## config.mk

```make
export PLATFORM = sky130hd
export DESIGN_NAME = tourney_dir_pred
export DESIGN_NICKNAME = d
export VERILOG_FILES = /design/src/rtl/tp_pkg.sv /design/src/rtl/tp_index_sel.sv /design/src/rtl/tp_ctr_table.sv /design/src/rtl/tourney_dir_pred.sv
export SDC_FILE = /design/constraint.sdc
export NUM_CORES = 2
export LEC_CHECK = 0
export BUFFER_PORTS_ARGS = -buffer_cell sky130_fd_sc_hd__clkbuf_2
export CAP_MARGIN = 20
export CELL_PAD_IN_SITES_DETAIL_PLACEMENT = 0
export CELL_PAD_IN_SITES_GLOBAL_PLACEMENT = 2
export CORE_AREA = 4 4 430 432
export DETAILED_ROUTE_END_ITERATION = 10
export DIE_AREA = 0 0 434 436
export PLACE_DENSITY_LB_ADDON = 0.1
export SLEW_MARGIN = 10
export SYNTH_ARGS = -nofsm -noshare
export SYNTH_HDL_FRONTEND = slang
export SYNTH_SLANG_ARGS = --single-unit
```

## constraint.sdc

```tcl
create_clock -name clk -period 7.9 [get_ports clk]
set_input_delay 1.58 -clock clk [delete_from_list [all_inputs] [get_ports clk]]
set_output_delay 1.58 -clock clk [all_outputs]
set_load 0.005 [all_outputs]
```

## src/rtl/tp_pkg.sv

```systemverilog
package tp_pkg;

  typedef logic [1:0] ctr2_t;

  localparam ctr2_t CTR_WEAK_TAKEN     = 2'b10;
  localparam ctr2_t CTR_WEAK_NOT_TAKEN = 2'b01;

  // One saturating step of a 2-bit counter.
  function automatic ctr2_t ctr_step(ctr2_t c, logic up);
    ctr2_t n;
    if (up) n = (c == 2'b11) ? c : c + 2'b01;
    else    n = (c == 2'b00) ? c : c - 2'b01;
    return n;
  endfunction

endpackage

```

## src/rtl/tp_index_sel.sv

```systemverilog
module tp_index_sel #(
  parameter int ADDR_W   = 32,
  parameter int HIST_W   = 12,
  parameter int IDX_W    = 8,
  parameter bit USE_HIST = 1'b0
) (
  input  logic [ADDR_W-1:0] addr,
  input  logic [HIST_W-1:0] hist,
  output logic [IDX_W-1:0]  idx
);

  logic unused_src;
  assign unused_src = ^{addr, hist};

  generate
    if (USE_HIST) begin : g_hist
      assign idx = hist[IDX_W-1:0];
    end else begin : g_addr
      assign idx = addr[IDX_W+1:2];
    end
  endgenerate

  initial begin
    assert (IDX_W + 2 <= ADDR_W && IDX_W <= HIST_W)
      else $error("index width too large for source");
  end

endmodule

```

## src/rtl/tp_ctr_table.sv

```systemverilog
module tp_ctr_table
  import tp_pkg::*;
#(
  parameter int    IDX_W = 8,
  parameter ctr2_t INIT  = CTR_WEAK_TAKEN
) (
  input  logic             clk,
  input  logic             rst,
  input  logic             rd_en,
  input  logic [IDX_W-1:0] rd_idx,
  output ctr2_t            rd_ctr,
  input  logic             wr_en,
  input  logic [IDX_W-1:0] wr_idx,
  input  logic             wr_up
);

  localparam int DEPTH = 1 << IDX_W;

  ctr2_t mem [DEPTH];
  ctr2_t wr_cur;

  assign wr_cur = mem[wr_idx];

  always_ff @(posedge clk) begin
    if (rst) begin
      for (int i = 0; i < DEPTH; i++) mem[i] <= INIT;
      rd_ctr <= '0;
    end else begin
      if (wr_en) mem[wr_idx] <= ctr_step(wr_cur, wr_up);
      if (rd_en) rd_ctr <= mem[rd_idx];   // old contents on collision
    end
  end

  // a counter at the top stays there on another upward step
  assert_sat_hi_R3: assert property (@(posedge clk) disable iff (rst)
    (wr_en && wr_up && wr_cur == 2'b11) |=> (mem[$past(wr_idx)] == 2'b11));

  // a counter at the bottom stays there on another downward step
  assert_sat_lo_R3: assert property (@(posedge clk) disable iff (rst)
    (wr_en && !wr_up && wr_cur == 2'b00) |=> (mem[$past(wr_idx)] == 2'b00));

  // a written entry below the top rises by exactly one
  assert_step_up_R6: assert property (@(posedge clk) disable iff (rst)
    (wr_en && wr_up && wr_cur != 2'b11) |=> (mem[$past(wr_idx)] == $past(wr_cur) + 2'b01));

endmodule

```

## src/rtl/tourney_dir_pred.sv

```systemverilog
module tourney_dir_pred
  import tp_pkg::*;
#(
  parameter int ADDR_W     = 32,
  parameter int HIST_W     = 12,
  parameter int BIM_IDX_W  = 8,
  parameter int GLB_IDX_W  = 8,
  parameter int CH_IDX_W   = 8,
  parameter bit CH_BY_HIST = 1'b0
) (
  input  logic              clk,
  input  logic              rst,
  input  logic              req_vld,
  input  logic [ADDR_W-1:0] req_addr,
  input  logic [HIST_W-1:0] req_hist,
  output logic              rsp_vld,
  output logic              rsp_dir,
  output logic              rsp_bim,
  output logic              rsp_glb,
  input  logic              upd_vld,
  input  logic [ADDR_W-1:0] upd_addr,
  input  logic [HIST_W-1:0] upd_hist,
  input  logic              upd_taken,
  input  logic              upd_bim,
  input  logic              upd_glb
);

  logic [BIM_IDX_W-1:0] bim_rd_idx, bim_wr_idx;
  logic [GLB_IDX_W-1:0] glb_rd_idx, glb_wr_idx;
  logic [CH_IDX_W-1:0]  ch_rd_idx,  ch_wr_idx;
  ctr2_t bim_q, glb_q, ch_q;
  logic  bim_ok, glb_ok, ch_wr, ch_up;
  logic  vld_q;

  // lookup-side index selection
  tp_index_sel #(.ADDR_W(ADDR_W), .HIST_W(HIST_W), .IDX_W(BIM_IDX_W), .USE_HIST(1'b0))
    u_bim_rd_ix (.addr(req_addr), .hist(req_hist), .idx(bim_rd_idx));
  tp_index_sel #(.ADDR_W(ADDR_W), .HIST_W(HIST_W), .IDX_W(GLB_IDX_W), .USE_HIST(1'b1))
    u_glb_rd_ix (.addr(req_addr), .hist(req_hist), .idx(glb_rd_idx));
  tp_index_sel #(.ADDR_W(ADDR_W), .HIST_W(HIST_W), .IDX_W(CH_IDX_W), .USE_HIST(CH_BY_HIST))
    u_ch_rd_ix  (.addr(req_addr), .hist(req_hist), .idx(ch_rd_idx));

  // update-side index selection
  tp_index_sel #(.ADDR_W(ADDR_W), .HIST_W(HIST_W), .IDX_W(BIM_IDX_W), .USE_HIST(1'b0))
    u_bim_wr_ix (.addr(upd_addr), .hist(upd_hist), .idx(bim_wr_idx));
  tp_index_sel #(.ADDR_W(ADDR_W), .HIST_W(HIST_W), .IDX_W(GLB_IDX_W), .USE_HIST(1'b1))
    u_glb_wr_ix (.addr(upd_addr), .hist(upd_hist), .idx(glb_wr_idx));
  tp_index_sel #(.ADDR_W(ADDR_W), .HIST_W(HIST_W), .IDX_W(CH_IDX_W), .USE_HIST(CH_BY_HIST))
    u_ch_wr_ix  (.addr(upd_addr), .hist(upd_hist), .idx(ch_wr_idx));

  // chooser training: only when exactly one side was right
  assign bim_ok = (upd_bim == upd_taken);
  assign glb_ok = (upd_glb == upd_taken);
  assign ch_wr  = upd_vld && (bim_ok != glb_ok);
  assign ch_up  = glb_ok;

  // component tables train on every update
  tp_ctr_table #(.IDX_W(BIM_IDX_W), .INIT(CTR_WEAK_TAKEN)) u_bim_tbl (
    .clk(clk), .rst(rst),
    .rd_en(req_vld), .rd_idx(bim_rd_idx), .rd_ctr(bim_q),
    .wr_en(upd_vld), .wr_idx(bim_wr_idx), .wr_up(upd_taken));

  tp_ctr_table #(.IDX_W(GLB_IDX_W), .INIT(CTR_WEAK_TAKEN)) u_glb_tbl (
    .clk(clk), .rst(rst),
    .rd_en(req_vld), .rd_idx(glb_rd_idx), .rd_ctr(glb_q),
    .wr_en(upd_vld), .wr_idx(glb_wr_idx), .wr_up(upd_taken));

  tp_ctr_table #(.IDX_W(CH_IDX_W), .INIT(CTR_WEAK_NOT_TAKEN)) u_ch_tbl (
    .clk(clk), .rst(rst),
    .rd_en(req_vld), .rd_idx(ch_rd_idx), .rd_ctr(ch_q),
    .wr_en(ch_wr), .wr_idx(ch_wr_idx), .wr_up(ch_up));

  always_ff @(posedge clk) begin
    if (rst) vld_q <= 1'b0;
    else     vld_q <= req_vld;
  end

  assign rsp_vld = vld_q;
  assign rsp_bim = vld_q & bim_q[1];
  assign rsp_glb = vld_q & glb_q[1];
  assign rsp_dir = vld_q & (ch_q[1] ? glb_q[1] : bim_q[1]);

  // every accepted lookup produces a response on the next cycle
  assert_rsp_follows_req_R1: assert property (@(posedge clk) disable iff (rst)
    req_vld |=> rsp_vld);

  // no lookup, no response, and outputs are quiet
  assert_quiet_idle_R9: assert property (@(posedge clk) disable iff (rst)
    !req_vld |=> (!rsp_vld && !rsp_dir && !rsp_bim && !rsp_glb));

  // the final direction is always one of the two component answers
  assert_dir_from_side_R5: assert property (@(posedge clk) disable iff (rst)
    rsp_vld |-> (rsp_dir == rsp_bim || rsp_dir == rsp_glb));

  // when both sides agree the final direction cannot differ
  assert_agree_pass_R5: assert property (@(posedge clk) disable iff (rst)
    (rsp_vld && rsp_bim == rsp_glb) |-> (rsp_dir == rsp_bim));

endmodule

```

==> reports/qor.csv <==
metric,value,unit
status,completed,
htree depth,4,
number of synthesized flops with an enable pin,1536,
I/O Buffers,42,
CP Cell Sequence,clkbuf_2 > and2_1 > buf_4 > nand2_1 > nand4_1 > nand4_1 > nor4_1 > nand4_1 > a21oi_4 > buf_4 > nor4_1,
Clock transition at path regs,60,ps
crit path kind,primary input to register,
Max Cap Viol,0,
CP Launch Point,upd_hist[3],
GRT Total Usage,33.8,%
Top-Level Pins,99,
Core ar.,0.181,sq mm
Initial DRC Count,7299,
post-layout min period,6130,ps
Critical Path End,u_glb_tbl.mem[235][0]$_SDFFCE_PN0P_,
Synth Instances,6674,
PostCTS Resize Cnt,0,
slowest CP cell,a21oi_4,
number of global-route vias before repair,60210,
Leak,0.0283,uW
Critical Path Fanout Max,40,
"most common cell after layout, fill and taps aside",edfxtp_1,
TritonCTS clock tree,done,
RD Place Congestion,0.962,
routed vias,61385,
Vias/cell,6.95,
syn nets,6769,
Final Hold Fails,0,
Detailed Routing Iterations Pass 1,5,
"Req. time, crit path",8420,ps
skew final,28.6,ps
most frequent CP cell,nand4_1,
Num CTS Buffers,178,
start of the worst register-to-register path,u_glb_tbl.mem[15][1]$_SDFFCE_PN1P_,
Slew HR,17.0,%
Post-synth ARST share,0,%
total routed wirelength,323000,um
post-DP HPWL,207000,um
std cell rows,156,
CP arrival,6650,ps
Netlist cell types,77,
Final Setup Violations,0,
Fin Hold WS,548,ps
Final WS setup,1770,ps
FF-to-FF path depth,9,
Worst Setup Start Kind,primary input,
max-slew violations,0,
Least-Margin Pin Slew,1240,ps
die area,0.189,sq mm
buffers plus inverters on the worst setup path,3,
Max Freq,163,MHz
HP Class,register to register,
CTS Hold Bufs,0,
most frequent cells in the layout,"edfxtp_1, mux4_2, nor2_1",
layout cells sized above 1,23.9,%
"Warnings, synthesis",0,
Seq. cell area,0.0462,sq mm
aggregate global routing overflow,0,
worst vdd ir,0.194,mV
unrepaired setup endpoints after global routing,false,
DR WL/cell,36.6,um
pwr/cell area,218,mW/mm^2
"Clk Latency, worst-skew pair",830,ps
final worst path period share,77.6,%
"Top FF cell, synth",edfxtp_1,
post-synthesis sequential area ratio,54.7,%
dpl ws,1060,ps
area of the mapped netlist,0.0845,sq mm
area of the multi-input gates,0.0350,sq mm
first-pass GRT wire length,457000,um
initial antenna violation count,13,
CP peak stage delay,1020,ps
Critical Path Stages,11,
CTS Sinks,1540,
RR Endpoint,u_glb_tbl.mem[235][0]$_SDFFCE_PN0P_,
CTS Root Cell,clkbuf_16,
Die Y,436,um
register bit total from synthesis,1540,
CP Capture Type,register,
P&R area growth vs syn,9.49,%
Fill cells,15559,
DRC errors left,0,
cell family with most CP delay,simple AND/OR/NAND/NOR gates,
setup TNS,0,ps
Avg Synthesized Cell Area,12.7,sq um
largest net degree at the start of global routing,173,
R2R setup slack,3040,ps
Clock Path Buffers,3,
nets,6422,
ANT nets after route,0,
post-CTS setup buffer count,0,
Die Width,434,um
Starting Density,46.8,%
[report_power, final]
part | internal [uW] | switching [uW]
Sequential | 9130 | 75.5
Combinational | 733 | 2120
Clock | 4730 | 3420
Total | 14600 | 5620
[stage by stage]
stage               utilization, %  power [uW]  instances  area (sq um)
floorplan                        -       11000       6674         84500
global placement              48.1       12200       8512         86900
detailed placement            48.1       12200       8514         86900
CTS                           51.2       20300       8829         92500
global route                  51.3       20700       8834         92500
finish                        51.3       20200       8837         92500
[layer usage]
metal	vias to the layer above	GRT usage, %	wire length (um)
li1	25211	-	-
met1	31941	43.6	120000
met2	3426	54.3	153000
met3	795	6.00	27200
met4	12	19.0	22100
met5	-	0	86
[worst register-to-register path, cell delays in order (launching register included)]
cell and delay [ps]:
edfxtp_1 410, mux4_2 480, a22oi_1 380, a21oi_1 230, or3_1 360, nor4_1 320
nand4_1 460, a21oi_4 1020, buf_4 700, nor4_1 220
[cells in the mapped netlist, types with 12 or more instances]
cell	count	share of area, %
nand3_1	408	2.4
a22oi_1	77	0.68
or2_2	258	1.9
mux2_2	12	0.16
a21oi_1	35	0.21
nor3_2	81	0.96
a21o_1	256	2.3
nor4_1	282	2.1
nor2b_1	32	0.24
and3_1	12	0.089
mux2i_1	178	2.1
mux4_2	570	15
buf_4	37	0.33
nor3_1	285	1.7
and2_1	19	0.14
o22ai_1	17	0.13
buf_6	52	0.69
edfxtp_1	1536	55
buf_2	127	0.75
nor2_1	493	2.2
nand2b_1	267	2.0
nand2_1	467	2.1
a22o_1	18	0.19
o21ai_0	151	0.89
nand4_1	227	1.7
a211oi_1	17	0.15
a221oi_1	15	0.16
buf_1	78	0.35
clkbuf_1	528	2.3
[final cells by class]
class	count	share of cell area [%]
Sequential cell	1540	49.9
Multi-Input combinational cell	4300	37.9
Clock buffer	236	5.28
Tap cell	2370	3.20
Timing Repair Buffer	295	2.92
Clock inverter	79	0.753
Inverter	12	0.0500
Antenna cell	5	0.0135
[how the worst min path moves through the flow]
stage                                     start                          endpoint  slack [ps]  cells past startpoint
2_1_floorplan  u_bim_tbl.rd_ctr[1]$_SDFFE_PP0P_  u_bim_tbl.rd_ctr[1]$_SDFFE_PP0P_         450                      2
3_3_place_gp   u_bim_tbl.rd_ctr[1]$_SDFFE_PP0P_  u_bim_tbl.rd_ctr[1]$_SDFFE_PP0P_         560                      2
3_5_place_dp   u_bim_tbl.rd_ctr[1]$_SDFFE_PP0P_  u_bim_tbl.rd_ctr[1]$_SDFFE_PP0P_         560                      2
4_1_cts        u_bim_tbl.rd_ctr[1]$_SDFFE_PP0P_  u_bim_tbl.rd_ctr[1]$_SDFFE_PP0P_         570                      2
5_1_grt         u_ch_tbl.rd_ctr[1]$_SDFFE_PP0P_   u_ch_tbl.rd_ctr[1]$_SDFFE_PP0P_         580                      2
6_report       u_bim_tbl.rd_ctr[1]$_SDFFE_PP0P_  u_bim_tbl.rd_ctr[1]$_SDFFE_PP0P_         550                      2
[cells by family (layout without fill, tap and decap cells)]
family / Yosys count / count (layout) / share of synthesized area [%]
and+or+nand+nor: 2886 / 2886 / 18.0
DFF: 1540 / 1540 / 54.7
buffers and inverters: 834 / 622 / 4.52
muxes: 760 / 760 / 17.5
AOI/OAI and AO/OA: 646 / 646 / 5.28
adders and majority gates: 4 / 4 / 0.0503
xor gates and xnor gates: 4 / 4 / 0.0415
other: 0 / 5 / 0
[sequential cells by signal (all words and copies together) (netlist names)]
signal            cells
rsp_vld               1
u_bim_tbl.mem       512
u_bim_tbl.rd_ctr      1
u_ch_tbl.mem        512
u_ch_tbl.rd_ctr       1
u_glb_tbl.mem       512
u_glb_tbl.rd_ctr      1
Note: power is estimated with default switching activity, not from simulation.
